--- config.mk ---
export PLATFORM = sky130hd
export DESIGN_NAME = word_input_buffer
export DESIGN_NICKNAME = d
export VERILOG_FILES = /design/src/rtl/wib_pkg.sv /design/src/rtl/wib_edge_detect.sv /design/src/rtl/wib_fifo.sv /design/src/rtl/wib_hold.sv /design/src/rtl/word_input_buffer.sv
export SDC_FILE = /design/constraint.sdc
export NUM_CORES = 1
export LEC_CHECK = 0
export ABC_AREA = 1
export BUFFER_PORTS_ARGS = -buffer_cell sky130_fd_sc_hd__clkbuf_2
export CORE_MARGIN = 2
export CORE_UTILIZATION = 62
export CTS_BUF_LIST = sky130_fd_sc_hd__clkbuf_2
export DETAILED_ROUTE_END_ITERATION = 16
export GPL_TIMING_DRIVEN = 0
export PLACE_DENSITY = 0.82
export SYNTH_ARGS = -nofsm -noshare
export SYNTH_HDL_FRONTEND = slang
export SYNTH_SLANG_ARGS = --single-unit
export TNS_END_PERCENT = 1
--- constraint.sdc ---
create_clock -name clk -period 2.4 [get_ports clk]
set_input_delay 0 -clock clk [delete_from_list [all_inputs] [get_ports clk]]
set_output_delay 0 -clock clk [all_outputs]
set_load 0.02 [all_outputs]
--- src/rtl/wib_pkg.sv ---
// Shared types for the input word buffer.
// Assumes: the two mode pins are stable or change only between clock edges.
package wib_pkg;

    typedef enum logic [1:0] {
        MODE_SINGLE = 2'd0,
        MODE_FIFO   = 2'd1,
        MODE_TRANSP = 2'd2
    } wib_mode_e;

    // Maps the mode pin pair to an operating mode; the unused code falls to single.
    function automatic wib_mode_e wib_decode(input logic sel_a, input logic sel_b);
        wib_mode_e m;
        case ({sel_a, sel_b})
            2'b11:   m = MODE_FIFO;
            2'b10:   m = MODE_TRANSP;
            default: m = MODE_SINGLE;
        endcase
        return m;
    endfunction

endpackage

--- src/rtl/wib_edge_detect.sv ---
// Edge finder for a bundle of level inputs sampled in the system clock.
// Assumes: inputs are already synchronous to clk. The history resets to 0, so
// an input that is high out of reset reads as a rise.
module wib_edge_detect #(
    parameter int N = 3
) (
    input  logic         clk,
    input  logic         rst_n,
    input  logic [N-1:0] lvl,
    output logic [N-1:0] rise,
    output logic [N-1:0] fall
);
    logic [N-1:0] lvl_q;

    // Keeps the level seen at the previous edge.
    always_ff @(posedge clk) begin
        if (!rst_n) lvl_q <= '0;
        else        lvl_q <= lvl;
    end

    for (genvar i = 0; i < N; i++) begin : g_lane
        assign rise[i] = lvl[i] & ~lvl_q[i];
        assign fall[i] = ~lvl[i] & lvl_q[i];
    end
endmodule

--- src/rtl/wib_fifo.sv ---
// Small overwrite-on-overflow queue with synchronous clear.
// Assumes: push and pop are single-cycle pulses; pop is only given when not
// empty. A push while full drops the oldest word; clear has priority.
module wib_fifo #(
    parameter int W     = 16,
    parameter int DEPTH = 4
) (
    input  logic            clk,
    input  logic            rst_n,
    input  logic            clear,
    input  logic            push,
    input  logic            pop,
    input  logic [W-1:0]    din,
    output logic [W-1:0]    head,
    output logic            empty,
    output logic [$clog2(DEPTH+1)-1:0] count
);
    localparam int PW = (DEPTH > 1) ? $clog2(DEPTH) : 1;
    localparam int CW = $clog2(DEPTH+1);
    localparam logic [PW-1:0] LAST = PW'(DEPTH - 1);
    localparam logic [CW-1:0] FULL = CW'(DEPTH);

    logic [W-1:0]  slot [DEPTH];
    logic [PW-1:0] wptr, rptr;
    logic          full;
    logic          adv_r;

    assign full  = (count == FULL);
    assign empty = (count == '0);
    assign head  = slot[rptr];
    // Read pointer moves on a pop, or on a push into a full queue.
    assign adv_r = pop | (push & full);

    // Writes the incoming word into the slot the write pointer names.
    for (genvar s = 0; s < DEPTH; s++) begin : g_slot
        always_ff @(posedge clk) begin
            if (!rst_n)                                    slot[s] <= '0;
            else if (push && !clear && wptr == PW'(s))     slot[s] <= din;
        end
    end

    // Steps both pointers with wrap at the last slot.
    always_ff @(posedge clk) begin
        if (!rst_n || clear) begin
            wptr <= '0;
            rptr <= '0;
        end else begin
            if (push)  wptr <= (wptr == LAST) ? '0 : wptr + 1'b1;
            if (adv_r) rptr <= (rptr == LAST) ? '0 : rptr + 1'b1;
        end
    end

    // Tracks occupancy; a full push keeps it at the ceiling.
    always_ff @(posedge clk) begin
        if (!rst_n || clear)        count <= '0;
        else if (push && !pop && !full) count <= count + 1'b1;
        else if (pop && !push)      count <= count - 1'b1;
    end
endmodule

--- src/rtl/wib_hold.sv ---
// Single-word storage for the two non-queue modes: an edge-triggered word
// register and a clocked model of a transparent latch.
// Assumes: wr_rise comes from the shared edge finder; the latch copy follows
// the input at every edge that sees the strobe low in transparent mode.
module wib_hold #(
    parameter int W = 16
) (
    input  logic                clk,
    input  logic                rst_n,
    input  wib_pkg::wib_mode_e  mode,
    input  logic                wr_lvl,
    input  logic                wr_rise,
    input  logic [W-1:0]        din,
    output logic [W-1:0]        single_word,
    output logic [W-1:0]        transp_word
);
    import wib_pkg::*;

    logic [W-1:0] latch_q;

    // Captures the input word on a write edge in single word mode.
    always_ff @(posedge clk) begin
        if (!rst_n)                               single_word <= '0;
        else if (mode == MODE_SINGLE && wr_rise)  single_word <= din;
    end

    // Follows the input while the strobe is low; freezes once it is high.
    always_ff @(posedge clk) begin
        if (!rst_n)                               latch_q <= '0;
        else if (mode == MODE_TRANSP && !wr_lvl)  latch_q <= din;
    end

    // Open latch passes the live input, closed latch gives the held copy.
    always_comb transp_word = wr_lvl ? latch_q : din;
endmodule

--- src/rtl/word_input_buffer.sv ---
// Input word buffer for a pixel shifter. Decodes the mode pins, finds strobe
// edges, steers writes into the queue or the single-word stores, and
// registers the selected word for the shifter's parallel load.
// Assumes: all inputs are synchronous to clk; the result is registered one
// edge after the sampled load rise.
module word_input_buffer #(
    parameter int W     = 16,
    parameter int DEPTH = 4
) (
    input  logic         clk,
    input  logic         rst_n,
    input  logic         mode_a,
    input  logic         mode_b,
    input  logic         wr_strobe,
    input  logic [W-1:0] wr_data,
    input  logic         load_req,
    output logic [W-1:0] load_word,
    output logic         load_pulse
);
    import wib_pkg::*;

    localparam int CW = $clog2(DEPTH+1);
    localparam int LN_WR = 0;
    localparam int LN_RD = 1;
    localparam int LN_MB = 2;

    wib_mode_e      mode;
    logic [2:0]     rise, fall;
    logic           wr_rise, rd_rise, fifo_mode, fifo_clear;
    logic           q_push, q_pop, q_empty;
    logic [W-1:0]   q_head, single_word, transp_word;
    logic [CW-1:0]  q_count;

    assign mode      = wib_decode(mode_a, mode_b);
    assign fifo_mode = (mode == MODE_FIFO);

    wib_edge_detect #(.N(3)) u_edges (
        .clk  (clk),
        .rst_n(rst_n),
        .lvl  ({mode_b, load_req, wr_strobe}),
        .rise (rise),
        .fall (fall)
    );

    assign wr_rise    = rise[LN_WR];
    assign rd_rise    = rise[LN_RD];
    // Queue clear: second mode pin falls out of queue mode with the load request high.
    assign fifo_clear = mode_a & fall[LN_MB] & load_req;
    assign q_push     = fifo_mode & wr_rise;
    assign q_pop      = fifo_mode & rd_rise & ~q_empty;

    wib_fifo #(.W(W), .DEPTH(DEPTH)) u_fifo (
        .clk  (clk),
        .rst_n(rst_n),
        .clear(fifo_clear),
        .push (q_push),
        .pop  (q_pop),
        .din  (wr_data),
        .head (q_head),
        .empty(q_empty),
        .count(q_count)
    );

    wib_hold #(.W(W)) u_hold (
        .clk        (clk),
        .rst_n      (rst_n),
        .mode       (mode),
        .wr_lvl     (wr_strobe),
        .wr_rise    (wr_rise),
        .din        (wr_data),
        .single_word(single_word),
        .transp_word(transp_word)
    );

    // Loads the word chosen by the mode on a load edge; empty queue keeps the old word.
    always_ff @(posedge clk) begin
        if (!rst_n) begin
            load_word <= '0;
        end else if (rd_rise) begin
            case (mode)
                MODE_FIFO:   if (!q_empty) load_word <= q_head;
                MODE_TRANSP: load_word <= transp_word;
                default:     load_word <= single_word;
            endcase
        end
    end

    // Marks each delivery for one cycle.
    always_ff @(posedge clk) begin
        if (!rst_n) load_pulse <= 1'b0;
        else        load_pulse <= rd_rise;
    end
endmodule

Word-level counts from Yosys, hierarchy flattened
Memories as Yosys holds them, arrays and structs flattened. A register that Yosys moved wholly into a read port is not among the register bits.
Index checks and enable logic that the tools add are counted.
- bits in registers: 59
- memories kept: 1
- logic and storage cells: 90
- output and inout port bits: 17
- RAM bits: 64
- bits of input ports: 22
- muxes and demuxes: 27
- eq/ne operators: 10
- add/subtract/negate cells: 4
- bitwise gates (word level): 18
- reductions and logical operators: 22
- memory list (memory ; words ; width ; read ports ; clocked after Yosys merged registers in ; write ports ; line ; RTL):
    u_fifo.slot ; 4 ; 16 ; 1 ; 1 ; 4 ; wib_fifo.sv:23 ; logic [W-1:0] slot [DEPTH];
- operator list (operator ; count):
    $mux W16 ; 6
    $pmux W16 S2 ; 1
    $mux W1 ; 13
    $eq A2 B2 Y1 const B ; 6
    $logic_and A1 B1 Y1 ; 10
    $and A1 B1 Y1 ; 9
    $mux W2 ; 4
    $logic_not A1 Y1 ; 6
    $mux W3 ; 2
    $or A1 B1 Y1 ; 5
    $add A2 B1 Y2 const B ; 2
    $eq A2 B1 Y1 const B ; 2
    $logic_not A2 Y1 ; 2
    $not A1 Y1 ; 4
    $pmux W2 S2 ; 1
    $add A3 B1 Y3 const B ; 1
    $eq A3 B3 Y1 const B ; 1
    $logic_not A3 Y1 ; 1
    $sub A3 B1 Y3 const B ; 1
    $ne A2 B2 Y1 const B ; 1
    $reduce_and A2 Y1 ; 1
    $reduce_bool A2 Y1 ; 1
    $logic_or A1 B1 Y1 ; 1

Depth between registers and ports, before layout
- depth in word-level cells: 11
- gate-level depth with buffers: 11
- mapped depth without buffers: 11

Hierarchy
From an unflattened synthesis, not the netlist that was laid out.
- cell total of the unflattened synthesis: 780
- area, all modules: 6188.4 um2
- by module, submodules not included (module ; times used ; seq. area each (um2) ; area an instance (um2) ; cells an instance):
    wib_fifo ; 1 ; 2102.0 ; 3299.4 ; 310
    wib_hold ; 1 ; 640.6 ; 1622.8 ; 260
    word_input_buffer ; 1 ; 340.3 ; 1131.1 ; 189
    wib_edge_detect ; 1 ; 60.1 ; 135.1 ; 21

Worst setup path after synthesis
No wires, ideal clock.
- path type: reg-to-reg
- start point: reg u_fifo.wptr[0]
- end point: mem u_fifo.slot[3][0] (enable)
- cell stages (with the launch flop): 4
- period minus slack after synthesis: 2.208 ns
- slack: 0.192 ns
- path buffers: 0
- arrival: 1.797 ns
- setup time: 0.411 ns
- data required time: 1.989 ns
- cells stage by stage: dfxtp_1 > ha_1 > inv_1 > o21ai_0
- RTL lines (element ; line ; RTL):
    from (decl) ; wib_fifo.sv:24 ; logic [PW-1:0] wptr, rptr;
    from (signal assigned) ; wib_fifo.sv:48 ; if (push) wptr <= (wptr == LAST) ? '0 : wptr + 1'b1;
    to (decl) ; wib_fifo.sv:23 ;

Worst setup path in the final report
- start point: in mode_a
- end point: reg u_hold.latch_q[5]
- word-level cells in the longest chain between the ends: 4
- elaborated cells between the ends (all ways): 5
- classes of those cells: 3 x eq/ne; 1 x mux; 1 x reduce/logical
- RTL lines (element ; line ; RTL):
    from (decl) ; word_input_buffer.sv:12 ; input logic mode_a,
    $eq A2 B2 Y1 ; wib_pkg.sv:14 ; case ({sel_a, sel_b})
    $pmux W2 S2 * ; wib_pkg.sv:14 ;
    $eq A2 B2 Y1 * ; wib_hold.sv:30 ; else if (mode == MODE_TRANSP && !wr_lvl) latch_q <= din;
    $logic_and A1 B1 Y1 * ; wib_hold.sv:30 ;
    to (signal assigned) ; wib_hold.sv:30 ;
    to (decl) ; wib_hold.sv:19 ; logic [W-1:0] latch_q;
Every way passes the cells marked *; elsewhere a longest branch is shown, timed or not.
A chain may end at the register's enable or synchronous reset.

==> flow_summary.yaml <==
status:
  status: "finished clean"
routing:
  drc: 0
  vias: 4959
  postRouteAntennaNets: 0
  wl_per_cell_um: 17.5
  routed_wl_um: 14900
  viasPerCell: 5.83
  first_pass_iters: 5
  drt-initial-drc-count: 455
cts:
  clockBufferDepth: 2
  path_clk_slew_ns: 0.21
  clk_latency_ns: 0.70
  cts_setup_buffers: 0
  clkSinkCount: 125
  cts_buffers: 17
  h-tree-depth: 4
  clock_tree.root_cell: "clkbuf_2"
  cts_tree: "done"
timing:
  finalMaxSlewViolations: 0
  hold_ws_ns: 0.0820
  fin_crit_sh: 0.818
  setup_viol: 0
  final.setup.worst_slack_ns: 0.438
  tightest_slew_ns: 0.862
  relSlewSlack: 0.424
  fmax_ghz: 0.510
  hold_viol_final: 0
  rsz0062_at_grt: "false"
  min_period_ns: 1.96
  skew_ns: 0.0329
floorplan:
  die_w_um: 99.0
  core_um2: 8720
  io_pins: 39
  dieArea_um2: 9800
  row_count: 34
  start_util: 0.641
  die_h_um: 99.0
setup_path:
  cp.required_ns: 3.05
  crit_start: "mode_a"
  worstPathArrival_ns: 2.61
  r2r_cells: 5
  cp_max_fo: 8
  r2r-end: "u_fifo.slot[2][11]"
  endpoint: "u_hold.latch_q[5]"
  critPathLaunchType: "primary input"
  crit_type: "in -> reg"
  endpoint_kind: "flip-flop"
  r2r_slack_ns: 0.49
  reg2reg_from: "u_edges.lvl_q[0]"
placement:
  io_buffers: 38
  dpl.hpwl_um: 9750
  pre_cts_ws_ns: 0.554
  place_congestion: 0.887
  dp.cells: 794
power:
  p_leak_nw: 2.71
  total_power_mw: 4.36
  p_per_area_nw_per_um2: 675
  peakVddDrop_mv: 0.405
global_route:
  grt_antenna_before_repair: 0
  grt_pass1_vias: 4722
  grtUsageTotal: 0.313
  overflow: 0
  grt_first_pass_wirelength_um: 23100
  grt_max_degree: 17
layout:
  final_common_cell: "nand2_1"
  areaGrowthSynthToFinish_pct: 15.5
  n_antenna_cell: 0
  layout-drive-gt1-share: 0.152
  final_cell_mix: "148 x nand2_1, 104 x nor2_1, 78 x nand3_1"
  nets: 757
  instances_no_fill: 850
logic_synthesis:
  synthesis.area_um2: 5590
  synth_cells: 647
  synth.net_count: 675
  synth_cell_type_count: 27
  seq_area_frac_synth: 0.562
  yosysWarnings: 0
  ys_ff_latch: 125
  syn_area_per_cell_um2: 8.65
flow_run:
  drv_cap: 0
worst_hold_path:
  min-delay-path-class: "in -> reg"
## flip-flops by register name, summed over array words and instances (netlist names), named ones only
register,flops
load_word,16
load_pulse,1
u_hold.latch_q,16
u_fifo.count,3
u_fifo.wptr,2
u_hold.single_word,16
u_fifo.slot,64
u_fifo.rptr,2
u_edges.lvl_q,3
## worst min-delay path by stage
stage                        start          endpoint  slack, ns  cells past startpoint
final                     load_req  u_edges.lvl_q[1]       0.08                      4
after global routing      load_req        load_pulse       0.07                      4
after CTS                   mode_b  u_edges.lvl_q[2]       0.06                      4
after detailed placement    mode_b  u_edges.lvl_q[2]       0.24                      3
after global placement      mode_b  u_edges.lvl_q[2]       0.23                      3
after floorplan             mode_b  u_edges.lvl_q[2]       0.09                      2
## logic make-up (layout without fill, tap and decap cells)
| group | Yosys count | in the layout | share of synthesized area |
|---|---|---|---|
| buffers and inverters | 82 | 177 | 0.0687 |
| adder cells (fa/ha/maj) | 6 | 6 | 0.0148 |
| AND/OR/NAND/NOR | 362 | 362 | 0.289 |
| AO/OA/AOI/OAI | 72 | 72 | 0.0658 |
| flip-flops | 125 | 125 | 0.562 |
## cells in the mapped netlist (all sizes together)
library cell,number,share of area
clkinv,1,0.0016
buf,24,0.028
o21ai,32,0.029
ha,5,0.011
nor2,111,0.080
edfxtp,64,0.34
nand3,82,0.082
dfxtp,61,0.22
nand2,152,0.10
nand4,17,0.022
a211oi,2,0.0027
a22oi,1,0.0013
clkbuf,9,0.0060
inv,48,0.033
a21oi,37,0.033
fa,1,0.0036
## stage by stage
stage | setup TNS (ns) | util | area (um2)
floorplan | 0 | - | 5590
global placement | -11.09 | 0.679 | 5920
detailed placement | 0 | 0.681 | 5940
CTS | 0 | 0.741 | 6460
global route | 0 | 0.741 | 6460
finish | 0 | 0.741 | 6460
## worst max-delay path, cell delays in order
cell	delay, ns
dlygate4sd3_1	0.54
clkbuf_2	0.23
nand2_1	0.19
nor2_4	0.24
nand2_1	0.10
dlygate4sd3_1	0.56
a21oi_1	0.17
dlygate4sd3_1	0.58
## cell type report
type	instances	area [um2]
plain buffers	33	193
clock buffers	17	85.1
clock inverters	15	195
fillers	614	2260
inverters	49	191
multi-input cells	440	2070
flip-flops and latches	125	3140
well taps	108	135
repair buffers	63	445
## repair_timing
| item | in CTS | in global routing |
|---|---|---|
| hold buffers | 24 | 0 |
| hold endpoints to repair | 122 | 0 |
| gates resized for setup | 0 | 0 |
## routing by layer
layer,global-route usage,up-vias,wire [um]
met3,0.0603,44,1150
met2,0.535,275,7620
met5,0,-,0
li1,-,2312,-
met4,0.132,0,484
met1,0.390,2328,5660
## power breakdown
part           total (mW)  internal [mW]  switching, mW  leakage, nW
Combinational       0.478          0.155          0.323         1.41
Clock                1.50          0.680          0.824        0.146
Sequential           2.38           2.34         0.0408         1.16
Total                4.36           3.17           1.19         2.71
Note: power is estimated with default switching activity, not from simulation.
